[config.mk]
export PLATFORM = sky130hd
export DESIGN_NAME = cfir_tdm
export DESIGN_NICKNAME = d
export VERILOG_FILES = /design/src/rtl/cfir_pkg.sv /design/src/rtl/cfir_seq.sv /design/src/rtl/cfir_rail.sv /design/src/rtl/cfir_tdm.sv
export SDC_FILE = /design/constraint.sdc
export NUM_CORES = 1
export LEC_CHECK = 0
export BUFFER_PORTS_ARGS = -buffer_cell sky130_fd_sc_hd__buf_2
export CAP_MARGIN = 20
export CORE_ASPECT_RATIO = 0.5
export CORE_MARGIN = 2
export CORE_UTILIZATION = 50
export CTS_CLUSTER_SIZE = 12
export DETAILED_ROUTE_END_ITERATION = 16
export PLACE_DENSITY = 0.68
export SLEW_MARGIN = 30
export SYNTH_ARGS = -nofsm -noshare
export SYNTH_HDL_FRONTEND = slang
export SYNTH_SLANG_ARGS = --single-unit
[constraint.sdc]
create_clock -name clk -period 4.1 [get_ports clk]
set_input_delay 0.41 -clock clk [delete_from_list [all_inputs] [get_ports clk]]
set_output_delay 0.41 -clock clk [all_outputs]
set_load 0.005 [all_outputs]
[src/rtl/cfir_pkg.sv]
package cfir_pkg;

  typedef enum logic [2:0] {
    S_CLR,
    S_IDLE,
    S_RUN,
    S_FLUSH,
    S_OUT
  } seq_st_t;

endpackage

[src/rtl/cfir_seq.sv]
module cfir_seq
  import cfir_pkg::*;
#(
  parameter  int NW = 7,
  parameter  int BW = 2,
  localparam int AW = BW + NW
) (
  input  logic          clk,
  input  logic          rst_n,
  input  logic          clr_n,
  input  logic          byp,
  input  logic [BW-1:0] bank,
  input  logic [NW-1:0] ntaps,
  input  logic          in_vld,
  output logic [AW-1:0] dl_addr,
  output logic          dl_cs,
  output logic          dl_we,
  output logic          dl_zero,
  output logic [AW-1:0] cf_addr,
  output logic          cf_cs,
  output logic          acc_clr,
  output logic          mac_en,
  output logic          emit,
  output logic          take,
  output logic          out_vld
);

  seq_st_t       st, st_n;
  logic [AW-1:0] cnt, cnt_n, wp, wp_n;
  logic          mac_en_q, vld_q, take_c, emit_c, tap_last;

  assign tap_last = ({1'b0, cnt[NW-1:0]} + (NW+1)'(1)) >= {1'b0, ntaps};
  assign cf_addr  = {bank, cnt[NW-1:0]};

  always_comb begin
    st_n    = st;
    cnt_n   = cnt;
    wp_n    = wp;
    dl_addr = wp;
    dl_cs   = 1'b0;
    dl_we   = 1'b0;
    dl_zero = 1'b0;
    cf_cs   = 1'b0;
    acc_clr = 1'b0;
    take_c  = 1'b0;
    emit_c  = 1'b0;
    unique case (st)
      S_CLR: begin
        dl_cs   = 1'b1;
        dl_we   = 1'b1;
        dl_zero = 1'b1;
        dl_addr = cnt;
        cnt_n   = cnt + AW'(1);
        if (&cnt) begin
          st_n  = S_IDLE;
          cnt_n = '0;
          wp_n  = '0;
        end
      end
      S_IDLE: begin
        if (in_vld) begin
          if (byp) begin
            take_c = 1'b1;
          end else begin
            dl_cs   = 1'b1;
            dl_we   = 1'b1;
            acc_clr = 1'b1;
            cnt_n   = '0;
            st_n    = (ntaps == '0) ? S_OUT : S_RUN;
          end
        end
      end
      S_RUN: begin
        dl_cs   = 1'b1;
        cf_cs   = 1'b1;
        dl_addr = wp - cnt;
        if (tap_last) st_n = S_FLUSH;
        else          cnt_n = cnt + AW'(1);
      end
      S_FLUSH: st_n = S_OUT;
      S_OUT: begin
        emit_c = 1'b1;
        wp_n   = wp + AW'(1);
        st_n   = S_IDLE;
      end
      default: st_n = S_CLR;
    endcase
    if (!clr_n) begin
      st_n   = S_CLR;
      cnt_n  = '0;
      take_c = 1'b0;
      emit_c = 1'b0;
    end
  end

  always_ff @(posedge clk or negedge rst_n) begin
    if (!rst_n) begin
      st       <= S_CLR;
      cnt      <= '0;
      wp       <= '0;
      mac_en_q <= 1'b0;
      vld_q    <= 1'b0;
    end else begin
      st       <= st_n;
      cnt      <= cnt_n;
      wp       <= wp_n;
      mac_en_q <= (st == S_RUN);
      vld_q    <= take_c | emit_c;
    end
  end

  assign mac_en  = mac_en_q;
  assign emit    = emit_c;
  assign take    = take_c;
  assign out_vld = vld_q;


  clr_quiet_chk: assert property (@(posedge clk) disable iff (!rst_n)
    !clr_n |=> !out_vld);


  rd_pair_chk: assert property (@(posedge clk) disable iff (!rst_n)
    cf_cs |-> (dl_cs && !dl_we));


  mac_src_chk: assert property (@(posedge clk) disable iff (!rst_n)
    mac_en |-> $past(cf_cs));


  out_src_chk: assert property (@(posedge clk) disable iff (!rst_n)
    out_vld |-> ($past(st) == S_OUT || $past(take_c)));

endmodule

[src/rtl/cfir_rail.sv]
module cfir_rail #(
  parameter int DW   = 9,
  parameter int CW   = 18,
  parameter int NW   = 7,
  parameter int FRAC = 8,
  localparam int PW   = DW + CW,
  localparam int ACCW = PW + NW
) (
  input  logic                 clk,
  input  logic                 rst_n,
  input  logic                 acc_clr,
  input  logic                 mac_en,
  input  logic                 emit,
  input  logic                 take,
  input  logic                 dl_zero,
  input  logic signed [DW-1:0] smp_in,
  input  logic signed [CW-1:0] coef,
  input  logic signed [DW-1:0] hist,
  output logic        [DW-1:0] wdata,
  output logic        [DW-1:0] dout
);

  logic signed [ACCW-1:0] acc, acc_n, shifted, hi_lim, lo_lim;
  logic signed [PW-1:0]   prod;
  logic        [DW-1:0]   dout_n, sat_v;

  assign wdata   = dl_zero ? '0 : smp_in;
  assign prod    = hist * coef;
  assign shifted = acc >>> FRAC;
  assign hi_lim  = {{(ACCW-DW+1){1'b0}}, {(DW-1){1'b1}}};
  assign lo_lim  = {{(ACCW-DW+1){1'b1}}, {(DW-1){1'b0}}};
  assign sat_v   = (shifted > hi_lim) ? hi_lim[DW-1:0] :
                   (shifted < lo_lim) ? lo_lim[DW-1:0] : shifted[DW-1:0];

  always_comb begin
    acc_n  = acc;
    dout_n = dout;
    if (acc_clr)     acc_n = '0;
    else if (mac_en) acc_n = acc + {{NW{prod[PW-1]}}, prod};
    if (take)        dout_n = smp_in;
    else if (emit)   dout_n = sat_v;
  end

  always_ff @(posedge clk or negedge rst_n) begin
    if (!rst_n) begin
      acc  <= '0;
      dout <= '0;
    end else begin
      acc  <= acc_n;
      dout <= dout_n;
    end
  end


  byp_copy_chk: assert property (@(posedge clk) disable iff (!rst_n)
    take |=> dout == $past(smp_in));


  sat_hi_chk: assert property (@(posedge clk) disable iff (!rst_n)
    (emit && shifted > hi_lim) |=> dout == {1'b0, {(DW-1){1'b1}}});


  sat_lo_chk: assert property (@(posedge clk) disable iff (!rst_n)
    (emit && shifted < lo_lim) |=> dout == {1'b1, {(DW-1){1'b0}}});

endmodule

[src/rtl/cfir_tdm.sv]
module cfir_tdm #(
  parameter  int DW   = 9,
  parameter  int CW   = 18,
  parameter  int NW   = 7,
  parameter  int BW   = 2,
  parameter  int FRAC = 8,
  localparam int AW   = BW + NW
) (
  input  logic          clk,
  input  logic          rst_n,
  input  logic          clr_n,
  input  logic          byp,
  input  logic [BW-1:0] bank,
  input  logic [NW-1:0] ntaps,
  input  logic          in_vld,
  input  logic [DW-1:0] in_i,
  input  logic [DW-1:0] in_q,
  output logic          out_vld,
  output logic [DW-1:0] out_i,
  output logic [DW-1:0] out_q,
  output logic [AW-1:0] cf_addr,
  output logic          cf_cs,
  input  logic [CW-1:0] cf_rdata,
  output logic [AW-1:0] di_addr,
  output logic [DW-1:0] di_wdata,
  output logic          di_cs,
  output logic          di_we,
  input  logic [DW-1:0] di_rdata,
  output logic [AW-1:0] dq_addr,
  output logic [DW-1:0] dq_wdata,
  output logic          dq_cs,
  output logic          dq_we,
  input  logic [DW-1:0] dq_rdata
);

  logic [1:0]          rsync;
  logic                rst_q_n;
  logic [AW-1:0]       dl_addr;
  logic                dl_cs, dl_we, dl_zero, acc_clr, mac_en, emit, take;
  logic [1:0][DW-1:0]  smp_a, hist_a, wdat_a, dout_a;

  always_ff @(posedge clk or negedge rst_n) begin
    if (!rst_n) rsync <= '0;
    else        rsync <= {rsync[0], 1'b1};
  end
  assign rst_q_n = rsync[1];

  cfir_seq #(.NW(NW), .BW(BW)) i_seq (
    .clk(clk), .rst_n(rst_q_n), .clr_n(clr_n), .byp(byp), .bank(bank),
    .ntaps(ntaps), .in_vld(in_vld), .dl_addr(dl_addr), .dl_cs(dl_cs),
    .dl_we(dl_we), .dl_zero(dl_zero), .cf_addr(cf_addr), .cf_cs(cf_cs),
    .acc_clr(acc_clr), .mac_en(mac_en), .emit(emit), .take(take),
    .out_vld(out_vld)
  );

  assign smp_a[0]  = in_i;
  assign smp_a[1]  = in_q;
  assign hist_a[0] = di_rdata;
  assign hist_a[1] = dq_rdata;

  for (genvar g = 0; g < 2; g++) begin : g_rail
    cfir_rail #(.DW(DW), .CW(CW), .NW(NW), .FRAC(FRAC)) i_rail (
      .clk(clk), .rst_n(rst_q_n), .acc_clr(acc_clr), .mac_en(mac_en),
      .emit(emit), .take(take), .dl_zero(dl_zero), .smp_in(smp_a[g]),
      .coef(cf_rdata), .hist(hist_a[g]), .wdata(wdat_a[g]),
      .dout(dout_a[g])
    );
  end

  assign out_i    = dout_a[0];
  assign out_q    = dout_a[1];
  assign di_addr  = dl_addr;
  assign dq_addr  = dl_addr;
  assign di_cs    = dl_cs;
  assign dq_cs    = dl_cs;
  assign di_we    = dl_we;
  assign dq_we    = dl_we;
  assign di_wdata = wdat_a[0];
  assign dq_wdata = wdat_a[1];

endmodule

* Word level (Yosys, flattened, before mapping) *
Index checks and enable logic that the tools add are counted.

storage, ports and cells
  flip-flop bits (word level) = 111
  input bits = 68
  output and inout bits = 69
  word-level logic and storage cells = 88

operators by class
  $add $sub $neg = 6
  $mul = 2
  $lt $le $gt $ge = 5
  equality and inequality tests = 11
  mux-type cells = 43
  bitwise operators = 1
  reduce and logical (&&, ||, !) cells = 10

operators with widths
  cell                 number
  $mux 9               16
  $mux 34              4
  $add 34x34->34       2
  $mul 9x18->27        2
  $gt 26x9->1 const B  2
  $lt 26x9->1 const B  2
  $pmux 9 s2           2
  $pmux 9 s3           1
  $add 9x1->9 const B  2
  $mux 3               6
  $pmux 3 s5           1
  $mux 1               11
  $ne 3x3->1 const B   3
  $reduce_and 9->1     1
  $sub 9x9->9          1
  $add 7x1->8 const B  1
  $ge 8x7->1           1
  $reduce_and 4->1     2
  $logic_not 7->1      1
  $eq 3x2->1 const B   2
  $ne 3x2->1 const B   2
  $reduce_bool 2->1    3
  $ne 4x1->1 const B   1
  $pmux 1 s2           2
  7 further kinds      7

* Logic depth before layout (Yosys ltp) *
Gate-level depths: netlist (run 1).

  word-level depth = 6
  mapped depth = 37
  gate-level depth less buffers = 35

* Modules after synthesis *
Synthesis (run 1) repeated with hierarchy kept, for this count alone.

second synthesis, totals
  cells, all modules = 2,288
  area total of the unflattened synthesis = 20,071.8 µm²

by module, submodules not included
  module                        times used  cells each  area each (µm²)  sequential area each (µm²)
  cfir_rail (g_rail[1].i_rail)  1           1,007       8,947.3          1,076.0
  cfir_rail (g_rail[0].i_rail)  1           1,007       8,928.6          1,076.0
  cfir_seq                      1           260         2,059.5          575.6
  cfir_tdm                      1           14          136.4            50.0

* Least setup slack after synthesis (run 1) *
No wires, ideal clock.

  path type = input -> register
  from = input dq_rdata[2]
  to = register g_rail[1].i_rail.acc[32]
  library setup time = 128 ps
  arrival time = 7,611 ps
  required time = 3,972 ps
  setup slack = -3,639 ps
  cell stages on the path = 34
  buffers on the path = 3
  cells stage by stage = clkbuf_1 > clkbuf_1 > nand2_1 > fa_1 > inv_1 > fa_1 > inv_1 > fa_1 > inv_1 > fa_1 > ha_1 > ha_1 > nor2b_1 > o21ai_1 > a21boi_1 > o21ai_0 > a21boi_1 > o21ai_1 > o211ai_1 > a211oi_1 > o31ai_1 > a21oi_1 > xnor2_1 > ha_1 > clkbuf_1 > nand4_1 > or2_2 > a211oi_1 > nor3_1 > o21ai_1 > nand2_1 > a2111oi_0 > mux2i_1 > nand3_1

on the way
  word-level cells in the longest chain between the ends = 4

ends and longest elaborated chain
  what                  line             RTL
  from (decl)           cfir_tdm.sv:33   input logic [DW-1:0] dq_rdata
  $mul 9x18->27         cfir_rail.sv:28  assign prod = hist * coef;
  $add 34x34->34        cfir_rail.sv:39  else if (mac_en) acc_n = acc + {{NW{prod[PW-1]}}, prod};
  $mux 34               cfir_rail.sv:39
  $mux 34               cfir_rail.sv:38  if (acc_clr) acc_n = '0;
  to (signal assigned)  cfir_rail.sv:49  acc <= acc_n;
  to (decl)             cfir_rail.sv:23  logic signed [ACCW-1:0] acc, acc_n, shifted, hi_lim, lo_lim;

No other way between the ends. The select of a mux whose other input is x is not followed.
A chain may end at the register's enable or synchronous reset.

* Final worst setup path (run 1) *
  from = input cf_rdata[5]
  to = register g_rail[0].i_rail.acc[32]

on the way
  word-level cells in the longest chain between the ends = 4

ends and longest elaborated chain
  what                  line             RTL
  from (decl)           cfir_tdm.sv:23   input logic [CW-1:0] cf_rdata,
  $mul 9x18->27         cfir_rail.sv:28
  $add 34x34->34        cfir_rail.sv:39
  $mux 34               cfir_rail.sv:39
  $mux 34               cfir_rail.sv:38
  to (signal assigned)  cfir_rail.sv:49
  to (decl)             cfir_rail.sv:23

No other way between the ends. The select of a mux whose other input is x is not followed.

==> flow_results.org, run 1 <==
** Drt
- The first detailed-routing pass took 5 iterations.
- The final layout contains routed wiring with a total length of 59.6 mm.
- After detailed routing, the average wire length per cell comes to 17.9 um.
- The detail route stage leaves a number of antenna-violating nets equal to 0.
- The final route contains 18,186 vias.
- In the routed layout, each cell is associated on average with a via count of 5.46.
- After the first detailed-routing iteration, the DRC count stood at 1,027.
- After detailed routing, the number of remaining DRC violations is 0.

** Floorplan
- Width of the chip :: 286 um
- Core Box Area :: 39,000 um^2
- Once the floorplan was initialized, standard cells occupied 50.9% of the core.
- The floorplan step defined a die boundary enclosing 41,400 um^2.
- Number of cell rows :: 51
- Measured along the y axis, the die boundary spans 145 um.
- 137 I/O pins were placed.

** Worst hold path
- The path class of the tightest hold or removal check is register to asynchronous set/reset pin.

** Status
- The checks that failed: negative setup slack.
- Run status :: finished, violations left

** Synthesis
- Syn. warnings :: 0
- Of all cell types, the one taking the most synthesized area is sky130_fd_sc_hd__fa_1.
- In the synthesized netlist the dominant register cell turns out to be sky130_fd_sc_hd__dfrtp_1.
- In the synthesized netlist the async set-or-reset flop fraction comes to 100%.
- The netlist uses 74 different library cells.
- Share of synthesized area occupied by flip-flops and latches :: 14.0%
- In the synthesized netlist, the number of instances is 2,263.
- In the post-synthesis netlist, the biggest area contributors are sky130_fd_sc_hd__fa_1 (27%), sky130_fd_sc_hd__dfrtp_1 (14%), sky130_fd_sc_hd__ha_1 (12%).
- Post-Syn Area per Cell :: 8.77 um^2
- Register bit count reported by yosys :: 111
- Net count after synthesis :: 2,796
- Top-area cell type share of the netlist area :: 27.1%
- Total standard cell area after synthesis :: 19,800 um^2
- Yosys mapped a number of flops with a built-in enable equal to 0.

** Placed design
- The HPWL after detailed placement is 44.4 mm.
- Post-Place Cells :: 3,231
- Count of input and output buffers :: 132
- The placed instances occupy a cell area of 24,600 um^2.
- At the end of routability-driven placement, the weighted congestion stood at 0.920.

** Final layout
- 0 antenna diodes ended up in the layout.
- Utilization after layout :: 70.8%
- Finished layout cell area :: 27,600 um^2
- Count of placed standard cells in the final layout, fillers left out :: 3,331
- The area growth from synthesis to layout is 39.2%.
- Count of nets after finishing :: 3,329
- Ratio of cells with drive above 1 in the final layout :: 34.9%
- Most common cell after layout, fill and taps aside :: sky130_fd_sc_hd__buf_4
- The top cell types in the final layout, fill and taps aside, are sky130_fd_sc_hd__buf_4 (415), sky130_fd_sc_hd__fa_1 (256), sky130_fd_sc_hd__inv_1 (235).

** Clock network
- TritonCTS created 9 clock buffers.
- CTS clk-pin slew, worst paths :: 80 ps
- Root buffer cell :: sky130_fd_sc_hd__clkbuf_16
- The clock tree synthesis step divided the H-tree into 3 levels.
- CTS tree :: yes
- The clock reaches the later pin of the worst-skew pair after 370 ps.
- The clock passes through at most 2 buffers.
- The clock net in this run drives a total of 111 sinks.

** Global routing
- Vias in the first global route :: 18,620
- Global routing usage summed across all routing layers :: 28.6%
- Entering global routing, the biggest net connects 68 pins.
- The number of antenna violations at the first check in global routing came to 0.
- Global-route wire length before repair :: 94.8 mm
- Sum of overflow across all layers after global routing :: 0

** STA
- At the pin with the least slew margin, the transition time is 964 ps.
- Portion of the clock cycle consumed by the worst path in the final layout :: 165%
- RSZ-0062 raised after global routing :: true
- Worst max-slew margin expressed relative to the limit :: 35.7%
- Number of pins exceeding their max-slew limit in the final report :: 0
- The clock arrives with 13.0 ps of skew.
- After layout, the worst setup slack is -2650 ps.
- Setup violations remaining at the end of the flow were counted as 54.
- Minimum period implied by the final worst setup slack :: 6750 ps
- Count of final hold-check violations :: 0
- Upper clock frequency limit :: 148 MHz
- Final worst hold slack :: 270 ps

** Setup path
- On the critical path, the stage with the largest delay is an instance of sky130_fd_sc_hd__fa_1.
- The cell that appears most often on the critical path is sky130_fd_sc_hd__fa_1.
- Path type of the worst setup path :: primary input to register
- Kind of capture point of the worst setup path :: register
- For the worst setup path, the data required time is 4320 ps.
- STA classifies the critical path startpoint as a primary input.
- Data arrival time of the worst path :: 6980 ps
- On the worst path, the slowest cell contributes a delay of 640 ps.
- Along the worst path, the maximum fanout reaches 7.

** Flow run
- Maximum capacitance violations :: 0
==> metrics by stage <==
stage / setup TNS [ps] / setup WS (ps)
after floorplan: -93860 / -2740
after global placement: -130270 / -3100
after detailed placement: -133950 / -3210
after CTS: -102520 / -2570
after global routing: -118210 / -2940
final: -105360 / -2650
==> sequential cells by signal, indices dropped and copies added (netlist names) <==
register            cells
g_rail.i_rail.acc      68
g_rail.i_rail.dout     18
i_seq.cnt               9
i_seq.mac_en            1
i_seq.out_vld           1
i_seq.st                3
i_seq.wp                9
rsync                   2
==> routing by layer <==
layer	part of all wire [%]	GRT usage [%]
met3	5.7	3.84
met2	46	47.3
met5	0	0
met4	2.7	6.59
met1	45	40.2
==> cell families after synthesis <==
logic type      Yosys count  synth area share (%)
flops                   111                  14.0
mux                      66                  3.34
simple gates            764                  18.5
buf+inv                 359                  7.21
fa+ha+maj               465                  39.5
xor+xnor                119                  5.25
compound gates          378                  12.2
other cells               1                0.0189
==> cell usage after synthesis (20+ instances only) <==
| master | n |
|---|---|
| sky130_fd_sc_hd__inv_1 | 256 |
| sky130_fd_sc_hd__mux2i_1 | 65 |
| sky130_fd_sc_hd__buf_4 | 20 |
| sky130_fd_sc_hd__ha_1 | 196 |
| sky130_fd_sc_hd__fa_1 | 269 |
| sky130_fd_sc_hd__and2_1 | 159 |
| sky130_fd_sc_hd__a21o_1 | 64 |
| sky130_fd_sc_hd__nor2b_1 | 31 |
| sky130_fd_sc_hd__nand3_1 | 35 |
| sky130_fd_sc_hd__nand4_1 | 21 |
| sky130_fd_sc_hd__dfrtp_1 | 111 |
| sky130_fd_sc_hd__nand2_1 | 252 |
| sky130_fd_sc_hd__clkbuf_1 | 74 |
| sky130_fd_sc_hd__a21oi_1 | 118 |
| sky130_fd_sc_hd__nor2_1 | 179 |
| sky130_fd_sc_hd__o21ai_0 | 66 |
| sky130_fd_sc_hd__xor2_1 | 24 |
| sky130_fd_sc_hd__xnor2_1 | 95 |
==> critical path, delay by kind of cell <==
family                   cells  cell delay, ps
buffers and inverters        4             570
AO/OA/AOI/OAI               11            1890
XOR/XNOR                     2             290
multiplexers                 1             130
AND/OR/NAND/NOR              4             810
adder cells (fa/ha/maj)      7            2840
==> final timing paths <==
| path | startpoint | cells after the start | slack [ps] | end |
|---|---|---|---|---|
| setup / recovery | cf_rdata[5] | 29 | -2650 | g_rail[0].i_rail.acc[32] |
| hold / removal | rsync[1] | 0 | 270 | g_rail[0].i_rail.acc[31] |
| setup reg to reg | i_seq.cnt[0] | 13 | 590 | i_seq.cnt[2] |
| hold reg to reg | rsync[1] | 0 | 270 | g_rail[0].i_rail.acc[31] |
| max in group asynchronous | rsync[1] | 2 | 2880 | g_rail[1].i_rail.acc[6] |
| min in group clk | in_i[1] | 3 | 270 | g_rail[0].i_rail.dout[1] |
==> timing repair <==
item | CTS | global route
hold endpoints to repair | 2 | 0
resized for setup | 255 | 177
cloned | 3 | 0
pin swaps | 207 | 210
hold buffers | 1 | 0
setup endpoints to repair | 57 | 58
buffers inserted | 73 | 35
==> cell type report <==
cell class | count | area (um^2)
Timing Repair inverter | 1 | 7.51
Clock buffer | 11 | 233
Inverter | 257 | 980
Tap cell | 530 | 663
Clock inverter | 5 | 82.6
Sequential cell | 111 | 2790
Multi-Input combinational cell | 1793 | 17800
Fill cell | 2762 | 11400
Timing Repair Buffer | 623 | 5040
Power of run 1 is left out: the tool's default activity adds up to more than one toggle a clock period on the data nets, which glitch-free logic cannot reach.
==> inputs of run 2 (changes only) <==
SKIP_LAST_GASP = 1   (was unset)
==> run 2 against run 1 <==
  * The flow still finishes with violations (negative setup slack)
  * Die area stayed put
  * Via count is 0.60% lower
  * Global-route usage hardly changed
  * First-iteration DRC count is 2.9% higher
==> flow_results.org, run 2 (synthesis results as in run 1) <==
** Status
- Run status: finished, violations left (unchanged).
- Violations in the final reports :: negative setup slack (unchanged)

** STA
- Minimum period implied by the final worst setup slack :: 6840 ps (was 6750 ps)
- Portion of the clock cycle consumed by the worst path in the final layout :: 167% (was 165%)
- Final worst setup slack :: -2740 ps (was -2650 ps)
- Clock skew :: 10.0 ps (was 13.0 ps)
- The final-report hold violation count is 0 (unchanged).
- The timing-limited maximum frequency is 146 MHz (was 148 MHz).
- Final setup fails :: 54 (unchanged)
- The summed negative setup slack over all endpoints came to -106,790 ps (was -105,360 ps).
- Worst max-slew margin expressed relative to the limit :: 36.3% (was 35.7%)
- The slew at the pin closest to its max-slew limit came to 956 ps (was 964 ps).
- RSZ-0062 raised after global routing :: true (unchanged)
- Number of pins exceeding their max-slew limit in the final report :: 0 (unchanged)

** Drt
- The number of DRC violations after detailed-routing iteration 0 was 1,057 (was 1,027).
- The count of antenna-violating nets left after detailed routing came to 0 (unchanged).
- Via Count :: 18,076 (was 18,186)
- Detailed Routing Iterations Pass 1 :: 5 (unchanged)
- Detailed Route WL :: 59.6 mm (about the same)
- The remaining routing DRC violations was 0 (unchanged).
- Number of vias per cell :: 5.44 (was 5.46)
- Average routed wire per standard cell :: 17.9 um (about the same)

** Final layout
- # diodes :: 0 (unchanged)
- The number of standard cells in the final layout excluding fillers was 3,325 (was 3,331).
- Most frequent cells in the layout: sky130_fd_sc_hd__buf_4 (421), sky130_fd_sc_hd__fa_1 (257), sky130_fd_sc_hd__inv_1 (236) (was sky130_fd_sc_hd__buf_4 (415), sky130_fd_sc_hd__fa_1 (256), sky130_fd_sc_hd__inv_1 (235)).
- Register bank with the most flops :: g_rail.i_rail.acc (unchanged)
- Most common cell after layout, fill and taps aside :: sky130_fd_sc_hd__buf_4 (unchanged)
- Largest registers in the final layout :: g_rail.i_rail.acc (68), g_rail.i_rail.dout (18) (unchanged)
- The share of post-route cells with drive strength above 1 is 34.1% (was 34.9%).
- The number of filler cells placed in the layout was 2,829 (was 2,762).
- Flip-flop count of the largest register after layout :: 68 (unchanged)
- Count of nets after finishing :: 3,323 (was 3,329)
- Layout overhead on the synthesized area :: 37.9% (was 39.2%)

** Global routing
- Sum of overflow across all layers after global routing :: 0 (unchanged)
- Global routing usage summed across all routing layers :: 28.6% (about the same)
- Pin count of the biggest net entering global routing :: 68 (unchanged)
- The global-route wire length before repair was 94.7 mm (was 94.8 mm).
- Antenna violations before repair :: 0 (unchanged)
- Vias in the first global route :: 18,595 (was 18,620)

** Floorplan
- The die span in x is 286 um (unchanged).
- Die height :: 145 um (unchanged)
- Number of cell rows :: 51 (unchanged)
- The area enclosed by the die boundary is 41,400 um^2 (unchanged).
- Core Box Area :: 39,000 um^2 (unchanged)
- The I/O pin count came to 137 (unchanged).
- Effective utilization at floorplan :: 50.9% (unchanged)

** Setup path
- The critical-path maximum fanout came to 4 (was 7).
- The capturing element type of the critical path was a register (unchanged).
- Worst reg2reg setup slack :: 560 ps (was 590 ps)
- Worst R2R Start :: i_seq.cnt[0] (unchanged)
- Number of cell instances on the worst register-to-register path :: 13 (unchanged)
- Delay of the slowest critical-path stage :: 550 ps (was 640 ps)
- Data arrival time of the worst path :: 7040 ps (was 6980 ps)
- CP required :: 4310 ps (was 4320 ps)
- The worst-path cell with the longest stage delay is sky130_fd_sc_hd__fa_1 (unchanged).
- The destination of the worst register-to-register timing path is i_seq.cnt[2] (unchanged).
- Path type of the worst setup path :: primary input to register (unchanged)
- Critical Path Most Common Cell :: sky130_fd_sc_hd__fa_1 (unchanged)
- The startpoint kind of the worst setup timing path was a primary input (unchanged).

** Placed design
- Post-Place Cells :: 3,231 (unchanged)
- Detailed-placement wirelength estimate :: 44.4 mm (unchanged)
- The final weighted congestion of routability-driven global placement is 0.920 (unchanged).
- The number of buffer cells added on primary ports was 132 (unchanged).

** Worst hold path
- The type of the tightest min-delay check is register to asynchronous set/reset pin (unchanged).

** Clock network
- The number of buffers created by CTS came to 9 (unchanged).
- Count of clock tree sinks :: 111 (unchanged)
- H-tree Lvls :: 3 (unchanged)
- The clock-pin slew on the worst setup and hold paths was 80 ps (about the same).
- The master cell of the clock root buffer is sky130_fd_sc_hd__clkbuf_16 (unchanged).
- The maximum buffer depth of the clock tree was 2 (unchanged).
- The clock latency at the later pin of the worst-skew pair came to 370 ps (about the same).
- The clock tree from TritonCTS is yes (unchanged).

** Flow run
- The total of max-cap violations came to 0 (unchanged).
-- run 2: changes by cell type in the layout (fill, tap and decap cells not counted), moves of 5 or more --
cell,change
sky130_fd_sc_hd__buf_4,+6
sky130_fd_sc_hd__buf_6,-14
sky130_fd_sc_hd__ha_1,+5
sky130_fd_sc_hd__ha_4,-6
sky130_fd_sc_hd__nor2_1,+5
sky130_fd_sc_hd__nor2_4,-7
-- run 2: timing repair --
item	in CTS	in global routing
setup buffers	73	29
hold buffers	1	0
gates resized for setup	240	145
gates cloned	3	0
hold endpoints to repair	2	0
setup endpoints to repair	57	58
pin swaps	205	187
-- run 2: worst max path at each step --
stage / slack [ps] / end / startpoint / depth (start not counted)
final: -2740 / g_rail[0].i_rail.acc[29] / di_rdata[8] / 31
after floorplan: -2740 / g_rail[1].i_rail.acc[32] / dq_rdata[2] / 31
after global routing: -2950 / g_rail[1].i_rail.acc[32] / dq_rdata[2] / 34
after detailed placement: -3210 / g_rail[0].i_rail.acc[29] / cf_rdata[8] / 32
after CTS: -2570 / g_rail[1].i_rail.acc[33] / dq_rdata[1] / 33
after global placement: -3100 / g_rail[0].i_rail.acc[33] / di_rdata[8] / 29
-- run 2: per-stage QoR --
stage / utilization, % / hold slack [ps] / setup WS, ps / instance area, um^2
finish: 70.2 / 248 / -2740 / 27400
floorplan: - / 114 / -2740 / 20900
global route: 70.2 / 280 / -2950 / 27400
CTS: 68.1 / 262 / -2570 / 26600
global placement: 63.0 / 202 / -3100 / 24600
detailed placement: 63.0 / 203 / -3210 / 24600
-- run 2: critical path: cells and delay by family --
kind / cells / cell delay [ps]
fa+ha+maj: 7 / 2580
compound gates: 11 / 1890
buf+inv: 7 / 1010
simple gates: 5 / 980
xor+xnor: 1 / 160
-- run 2: final cells by class --
| class | instances | area (um^2) | area share [%] |
|---|---|---|---|
| clock buffer | 11 | 233 | 0.851 |
| tap | 530 | 663 | 2.42 |
| timing repair inverter | 1 | 7.51 | 0.0274 |
| multi-input combinational | 1793 | 17600 | 64.5 |
| timing repair buffer | 617 | 4970 | 18.2 |
| inverter | 257 | 977 | 3.57 |
| clock inverter | 5 | 82.6 | 0.302 |
| sequential | 111 | 2790 | 10.2 |
-- run 2: per-layer routing --
layer  GRT usage (%)  up-vias  share of wire [%]
li1                -     8477                  -
met1            40.3     8949                 45
met2            47.1      548                 46
met3            3.87      102                5.8
met4            6.53        0                2.6
met5               0        -                  0
Power of run 2 is left out for the same reason.
